--- src/rtl/gpio_bank_pkg.sv ---
package gpio_bank_pkg;

    // Register offsets; software and the address decoder depend on these.
    localparam int unsigned OFS_DIR   = 32'h10;
    localparam int unsigned OFS_OUT   = 32'h14;
    localparam int unsigned OFS_SET   = 32'h18;
    localparam int unsigned OFS_CLR   = 32'h1C;
    localparam int unsigned OFS_IN    = 32'h20;

    localparam int unsigned SYNC_STAGES = 2;

    typedef enum logic [2:0] {
        SEL_NONE = 3'd0,
        SEL_DIR  = 3'd1,
        SEL_OUT  = 3'd2,
        SEL_SET  = 3'd3,
        SEL_CLR  = 3'd4,
        SEL_IN   = 3'd5
    } reg_sel_e;

endpackage

--- src/rtl/gpio_addr_dec.sv ---
module gpio_addr_dec
    import gpio_bank_pkg::*;
#(
    parameter int ADDR_W = 8
) (
    input  logic [ADDR_W-1:0] addr,
    output reg_sel_e          sel
);

    always_comb begin
        if      (addr == ADDR_W'(OFS_DIR)) sel = SEL_DIR;
        else if (addr == ADDR_W'(OFS_OUT)) sel = SEL_OUT;
        else if (addr == ADDR_W'(OFS_SET)) sel = SEL_SET;
        else if (addr == ADDR_W'(OFS_CLR)) sel = SEL_CLR;
        else if (addr == ADDR_W'(OFS_IN))  sel = SEL_IN;
        else                               sel = SEL_NONE;
    end

endmodule

--- src/rtl/gpio_in_sync.sv ---
module gpio_in_sync
    import gpio_bank_pkg::*;
#(
    parameter int NUM_PINS = 16
) (
    input  logic                clk,
    input  logic                rst_n,
    input  logic [NUM_PINS-1:0] pin_async,
    output logic [NUM_PINS-1:0] pin_sync
);

    generate
        for (genvar p = 0; p < NUM_PINS; p++) begin : g_pin
            logic [SYNC_STAGES-1:0] stage_q;
            always_ff @(posedge clk or negedge rst_n) begin
                if (!rst_n) begin
                    stage_q <= '0;
                end else begin
                    stage_q <= {stage_q[SYNC_STAGES-2:0], pin_async[p]};
                end
            end
            assign pin_sync[p] = stage_q[SYNC_STAGES-1];
        end
    endgenerate

endmodule

--- src/rtl/gpio_ctl_regs.sv ---
module gpio_ctl_regs
    import gpio_bank_pkg::*;
#(
    parameter int NUM_PINS = 16
) (
    input  logic                clk,
    input  logic                rst_n,
    input  logic                wr_en,
    input  reg_sel_e            sel,
    input  logic [NUM_PINS-1:0] wr_bits,
    output logic [NUM_PINS-1:0] dir_q,
    output logic [NUM_PINS-1:0] out_q,
    output logic [NUM_PINS-1:0] pad_oe,
    output logic [NUM_PINS-1:0] pad_out
);

    always_ff @(posedge clk or negedge rst_n) begin
        if (!rst_n) begin
            dir_q <= '1;
            out_q <= '0;
        end else if (wr_en) begin
            unique case (sel)
                SEL_DIR: dir_q <= wr_bits;
                SEL_OUT: out_q <= wr_bits;
                SEL_SET: out_q <= out_q | wr_bits;
                SEL_CLR: out_q <= out_q & ~wr_bits;
                default: ;
            endcase
        end
    end

    generate
        for (genvar p = 0; p < NUM_PINS; p++) begin : g_drv
            assign pad_oe[p]  = ~dir_q[p];
            assign pad_out[p] = out_q[p];
        end
    endgenerate

endmodule

--- src/rtl/gpio_rd_mux.sv ---
module gpio_rd_mux
    import gpio_bank_pkg::*;
#(
    parameter int NUM_PINS = 16,
    parameter int DATA_W   = 32
) (
    input  reg_sel_e            sel,
    input  logic [NUM_PINS-1:0] dir_q,
    input  logic [NUM_PINS-1:0] out_q,
    input  logic [NUM_PINS-1:0] in_sync,
    output logic [DATA_W-1:0]   rdata
);

    always_comb begin
        unique case (sel)
            SEL_DIR:                   rdata = DATA_W'(dir_q);
            SEL_OUT, SEL_SET, SEL_CLR: rdata = DATA_W'(out_q);
            SEL_IN:                    rdata = DATA_W'(in_sync);
            default:                   rdata = '0;
        endcase
    end

endmodule

--- src/rtl/gpio_pin_bank.sv ---
module gpio_pin_bank
    import gpio_bank_pkg::*;
#(
    parameter int NUM_PINS = 16,
    parameter int DATA_W   = 32,
    parameter int ADDR_W   = 8
) (
    input  logic                clk,
    input  logic                rst_n,
    input  logic [ADDR_W-1:0]   bus_addr,
    input  logic                bus_we,
    input  logic [DATA_W-1:0]   bus_wdata,
    output logic [DATA_W-1:0]   bus_rdata,
    input  logic [NUM_PINS-1:0] pad_in,
    output logic [NUM_PINS-1:0] pad_oe,
    output logic [NUM_PINS-1:0] pad_out
);

    reg_sel_e            sel_w;
    logic [NUM_PINS-1:0] dir_w;
    logic [NUM_PINS-1:0] out_w;
    logic [NUM_PINS-1:0] in_sync_w;
    logic                unused_hi_wdata;

    // Reserved upper write-data bits are dropped here.
    assign unused_hi_wdata = ^bus_wdata[DATA_W-1:NUM_PINS];

    gpio_addr_dec #(.ADDR_W(ADDR_W)) dec_i (
        .addr (bus_addr),
        .sel  (sel_w)
    );

    gpio_ctl_regs #(.NUM_PINS(NUM_PINS)) regs_i (
        .clk     (clk),
        .rst_n   (rst_n),
        .wr_en   (bus_we),
        .sel     (sel_w),
        .wr_bits (bus_wdata[NUM_PINS-1:0]),
        .dir_q   (dir_w),
        .out_q   (out_w),
        .pad_oe  (pad_oe),
        .pad_out (pad_out)
    );

    gpio_in_sync #(.NUM_PINS(NUM_PINS)) sync_i (
        .clk       (clk),
        .rst_n     (rst_n),
        .pin_async (pad_in),
        .pin_sync  (in_sync_w)
    );

    gpio_rd_mux #(.NUM_PINS(NUM_PINS), .DATA_W(DATA_W)) rmux_i (
        .sel     (sel_w),
        .dir_q   (dir_w),
        .out_q   (out_w),
        .in_sync (in_sync_w),
        .rdata   (bus_rdata)
    );

endmodule

--- config.mk ---
export PLATFORM = sky130hd
export DESIGN_NAME = gpio_pin_bank
export DESIGN_NICKNAME = d
export VERILOG_FILES = /design/src/rtl/gpio_bank_pkg.sv /design/src/rtl/gpio_addr_dec.sv /design/src/rtl/gpio_in_sync.sv /design/src/rtl/gpio_ctl_regs.sv /design/src/rtl/gpio_rd_mux.sv /design/src/rtl/gpio_pin_bank.sv
export SDC_FILE = /design/constraint.sdc
export NUM_CORES = 1
export LEC_CHECK = 0
export BUFFER_PORTS_ARGS = -buffer_cell sky130_fd_sc_hd__clkbuf_2
export CAP_MARGIN = 20
export CORE_ASPECT_RATIO = 0.5
export CORE_MARGIN = 4
export CORE_UTILIZATION = 45
export CTS_BUF_LIST = sky130_fd_sc_hd__clkbuf_2 sky130_fd_sc_hd__clkbuf_4 sky130_fd_sc_hd__clkbuf_8
export DETAILED_ROUTE_END_ITERATION = 8
export PLACE_DENSITY = 0.75
export SLEW_MARGIN = 30
export SYNTH_ARGS = -nofsm -noshare
export SYNTH_HDL_FRONTEND = slang
export SYNTH_SLANG_ARGS = --single-unit
--- constraint.sdc ---
create_clock -name clk -period 1.7 [get_ports clk]
set_input_delay 0.085 -clock clk [delete_from_list [all_inputs] [get_ports clk]]
set_output_delay 0.085 -clock clk [all_outputs]
set_load 0.01 [all_outputs]
After elaboration in Yosys (flattened, before gate mapping). Index checks and enable logic that the tools add are counted.

Input port bits: 59. Output and inout bits: 64. Register bits: 64. Logic and storage cells: 58.

Mux-type cells: 7. Eq/ne operators: 10. Bitwise gates (word level): 19. Reduce and logical (&&, ||, !) cells: 4.

Operators by type and width (number): $pmux W16 S3 (2); $eq A8 B5 Y1 const B (4); $and A16 B16 Y16 (1); $not A1 Y1 (16); $not A16 Y16 (1); $or A16 B16 Y16 (1); $mux W3 (5); $eq A8 B6 Y1 const B (1); $eq A3 B2 Y1 const B (2); $eq A3 B3 Y1 const B (2); $reduce_and A2 Y1 (2); $eq A3 B1 Y1 const B (1); $reduce_bool A3 Y1 (1); $reduce_or A3 Y1 (1).

Logic depth before layout (Yosys ltp).
Word-level depth: 9. Gate-level depth with buffers: 6. Mapped depth without buffers: 3.

Cells and area by module. From an unflattened synthesis, not the netlist that was laid out.

Cells, all modules: 308. Area, all modules: 3457.1 µm².

By module, submodules not included: gpio_ctl_regs (area each 1691.6 µm², seq. area each 820.8 µm², cells an instance 157, times used 1); gpio_in_sync (area each 920.9 µm², seq. area each 800.8 µm², cells an instance 48, times used 1); gpio_rd_mux (area each 763.2 µm², seq. area each 0.0 µm², cells an instance 94, times used 1); gpio_addr_dec (area each 81.3 µm², seq. area each 0.0 µm², cells an instance 9, times used 1).

Worst setup path after synthesis. Ideal clock, no wire load.

Path type: input port to flip-flop. From: input port bus_addr[7]. To: register regs_i.dir_q[0]. Library setup time: 0.082 ns. Arrival: 1.775 ns. Buffers on the path: 3. Required time: 1.618 ns. Setup slack: -0.158 ns. Stages: 6. Path through: or4_4 -> buf_6 -> or4_4 -> buf_6 -> buf_12 -> mux2_4.

Word-level cells in the longest chain between the ends: 8. Elaborated cells on any way between the ends: 12. Classes of those cells: eq/ne: 6; mux: 5; reduce/logical: 1.

RTL lines: start, declared (RTL line gpio_pin_bank.sv:10) `input logic [ADDR_W-1:0] bus_addr,`; $eq A8 B6 Y1 (RTL line gpio_addr_dec.sv:15) `else if (addr == ADDR_W'(OFS_IN)) sel = SEL_IN;`; $mux W3 (RTL line gpio_addr_dec.sv:15); $mux W3 (RTL line gpio_addr_dec.sv:14) `else if (addr == ADDR_W'(OFS_CLR)) sel = SEL_CLR;`; $mux W3 (RTL line gpio_addr_dec.sv:13) `else if (addr == ADDR_W'(OFS_SET)) sel = SEL_SET;`; $mux W3 (RTL line gpio_addr_dec.sv:12) `else if (addr == ADDR_W'(OFS_OUT)) sel = SEL_OUT;`; $mux W3 (*) (RTL line gpio_addr_dec.sv:11) `if (addr == ADDR_W'(OFS_DIR)) sel = SEL_DIR;`; $eq A3 B1 Y1 (*) (RTL line gpio_ctl_regs.sv:22) `unique case (sel)`; $reduce_and A2 Y1 (no line) (*); end signal, assigned (RTL line gpio_ctl_regs.sv:23) `SEL_DIR: dir_q <= wr_bits;`; end, declared (RTL line gpio_ctl_regs.sv:11) `output logic [NUM_PINS-1:0] dir_q,`.

Mark *: on every way between the ends. The rest lies on a longest branch, timed or not. A chain may end at the register's enable or synchronous reset.

Worst setup path after layout.
From: register regs_i.dir_q[2]. To: output port bus_rdata[2].

Word-level cells in the longest chain between the ends: 1.

RTL lines: $pmux W16 S3 (RTL line gpio_rd_mux.sv:15) `unique case (sel)`; end, declared (RTL line gpio_pin_bank.sv:13) `output logic [DATA_W-1:0] bus_rdata,`.

No other way between the ends.

==> impl_metrics.toml <==
[routing]
drt_iter0_markers = 159
via_per_inst = 5.08
drt_wl_total_um = 7690
firstDrtPassIters = 4
wl_per_cell_um = 15.7
drc = 0
dr_total_vias = 2489
postRouteAntennaNets = 0

[finish]
fillers = 567
seqCellArea_mm2 = 0.00162
diodes = 0
syn2layout_area_growth_pct = 29.9
final_common_cell = "clkbuf_2"
drive_above_1_share_pct = 39.2
layout_common_cells = "clkbuf_2 (90), dfrtp_1 (48), o21ai_0 (28), inv_1 (17), dlygate4sd3_1 (17)"
multi_input_area_mm2 = 0.00125
post-route-util_pct = 60.2
layout.nets = 452

[cts]
cts-htree-levels = 3
clk_latency_ps = 330
cts_sinks = 64
cts_buffers = 9
clkSlewWorstSetupHoldPaths_ps = 70
cts-root-buf = "clkbuf_8"
cts_tree = "done"
cts_max_path_buffers = 2

[floorplanning]
rows = 21
fp.dieW_um = 125
die-area_mm2 = 0.00834
die_h_um = 66.6
core_area_mm2 = 0.00667
start_util_pct = 46.3
ioPinCount = 123

[sta]
fin_crit_sh_pct = 94.8
whs_ps = 31.4
drv_slew = 0
hold_viol_final = 0
finalSetupTns_ps = 0
finClkSkew_ps = 7.44
rsz0062_at_grt = "no"
max_freq_mhz = 620
finalSetupViolCount = 0
min_period_ps = 1610

[worst_setup_path]
critPathLaunch = "regs_i.dir_q[2]"
r2r_slack_ps = 920
cp-start-kind = "flip-flop"
cp.required_ps = 1620
cp_max_fo = 3
cp.arrival_ps = 1530
crit_type = "flip-flop to output pin"
r2r_start = "regs_i.dir_q[12]"
crit_path_end_kind = "output pin"

[min_path]
min_path_type = "input pin to flip-flop"
min_from = "bus_wdata[5]"

[yosys]
ys_ff_latch = 64
synth-xor-area-share_pct = 4.53
seq_area_frac_synth_pct = 52.4
muxShareOfSynthArea_pct = 7.04
yosysWarnings = 0
synth_adder_area_share_pct = 0
synth_compound_area_share_pct = 16.2
syn_inst = 286
synth_top_family_by_area = "compound AO/OA/AOI/OAI gates"
synthesis.area_mm2 = 0.00309
syn_area_per_cell_um2 = 10.8
synthSimpleGateAreaFrac_pct = 10.0
synth.distinct_cells = 22

[placed_design]
port_buffers = 90
gp_congestion = 0.880
dp_hpwl_um = 5260

[grt]
grt_pass1_wl_um = 12300
grt_max_degree = 65
gr-total-overflow = 0
gr-usage-all-layers_pct = 18.8
antenna_found_initial = 0
grt_pass1_vias = 2503

[pwr]
leakage_nw = 1.78
p_total_w = 0.00371
ir_drop_v = 0.000377
pwr_density_cell_mw_per_mm2 = 923

[status]
status = "complete, no violations"

[run]
drv_cap = 0
through the flow:
stage,worst slack [ps],instance area [µm²],instances
after CTS,27.4,4010,490
after floorplan,-158,3150,301
final,88.0,4020,490
after global placement,-86.3,3610,457
after detailed placement,-97.0,3610,457
after global routing,3.01,4020,490
sequential cells by signal, indices dropped and copies added, names as in the netlist:
register / flops
sync_i.g_pin.stage_q: 32
regs_i.dir_q: 16
regs_i.out_q: 16
final cells by class:
cell class                 count  share of cell area [%]
tap                           92                    2.87
timing repair buffer         119                    18.3
inverter                      17                    1.59
sequential                    64                    40.4
multi-input combinational    182                    31.1
clock buffer                  13                    4.14
clock inverter                 3                    1.62
cell families (layout without fill, tap and decap cells):
kind of cell	after synthesis	count (layout)
buffers and inverters	55	152
and+or+nand+nor	54	54
xor gates and xnor gates	16	16
muxes	16	16
AOI/OAI and AO/OA	80	80
other	1	16
DFF	64	64
final timing paths:
path	to	cells past startpoint
setup / recovery	bus_rdata[2]	4
hold / removal	regs_i.dir_q[5]	2
setup reg to reg	regs_i.dir_q[12]	1
hold reg to reg	sync_i.g_pin[4].stage_q[1]	0
max in group asynchronous	regs_i.dir_q[11]	3
min in group asynchronous	regs_i.out_q[0]	3
cell usage after synthesis (all sizes together):
cell,n,share of area (%)
buf,19,5.3
a2bb2oi,16,4.5
a21oi,16,2.6
conb,1,0.12
o21ai,32,5.2
inv,17,2.1
nor2b,1,0.20
dfstp,16,14
nor3,17,2.8
nand2,16,1.9
dfrtp,48,39
mux2,16,7.0
or4,2,0.73
nand3b,1,0.24
o21a,16,3.9
nor3b,16,3.9
nor4b,1,0.28
xnor2,16,4.5
clkbuf,19,2.3
where the power goes:
| group | switching, W | internal (W) | leakage, nW |
|---|---|---|---|
| Clock | 0.000562 | 0.000937 | 0.120 |
| Sequential | 0.0000685 | 0.00164 | 0.753 |
| Combinational | 0.000260 | 0.000240 | 0.908 |
| Total | 0.000891 | 0.00282 | 1.78 |
per-layer routing:
layer  share of wire (%)  global-route usage (%)
met2                  50                    33.3
met3                 7.5                    6.97
met4                0.79                    5.81
met1                  42                    21.6
met5                   0                       0
timing repair:
action                                  4_1_cts  5_1_grt
resized for setup                             0        6
endpoints found under the hold margin        64        0
hold buffers                                 17        0
endpoints found under the setup margin        0        5
setup buffers                                 0        0
critical path, cell delays in order (launching register included):
cell and delay (ps):
dfstp_2 550, nor3b_1 180, o21ai_1 140, a21oi_1 180
clkbuf_2 150
Note: power is estimated with default switching activity, not from simulation.
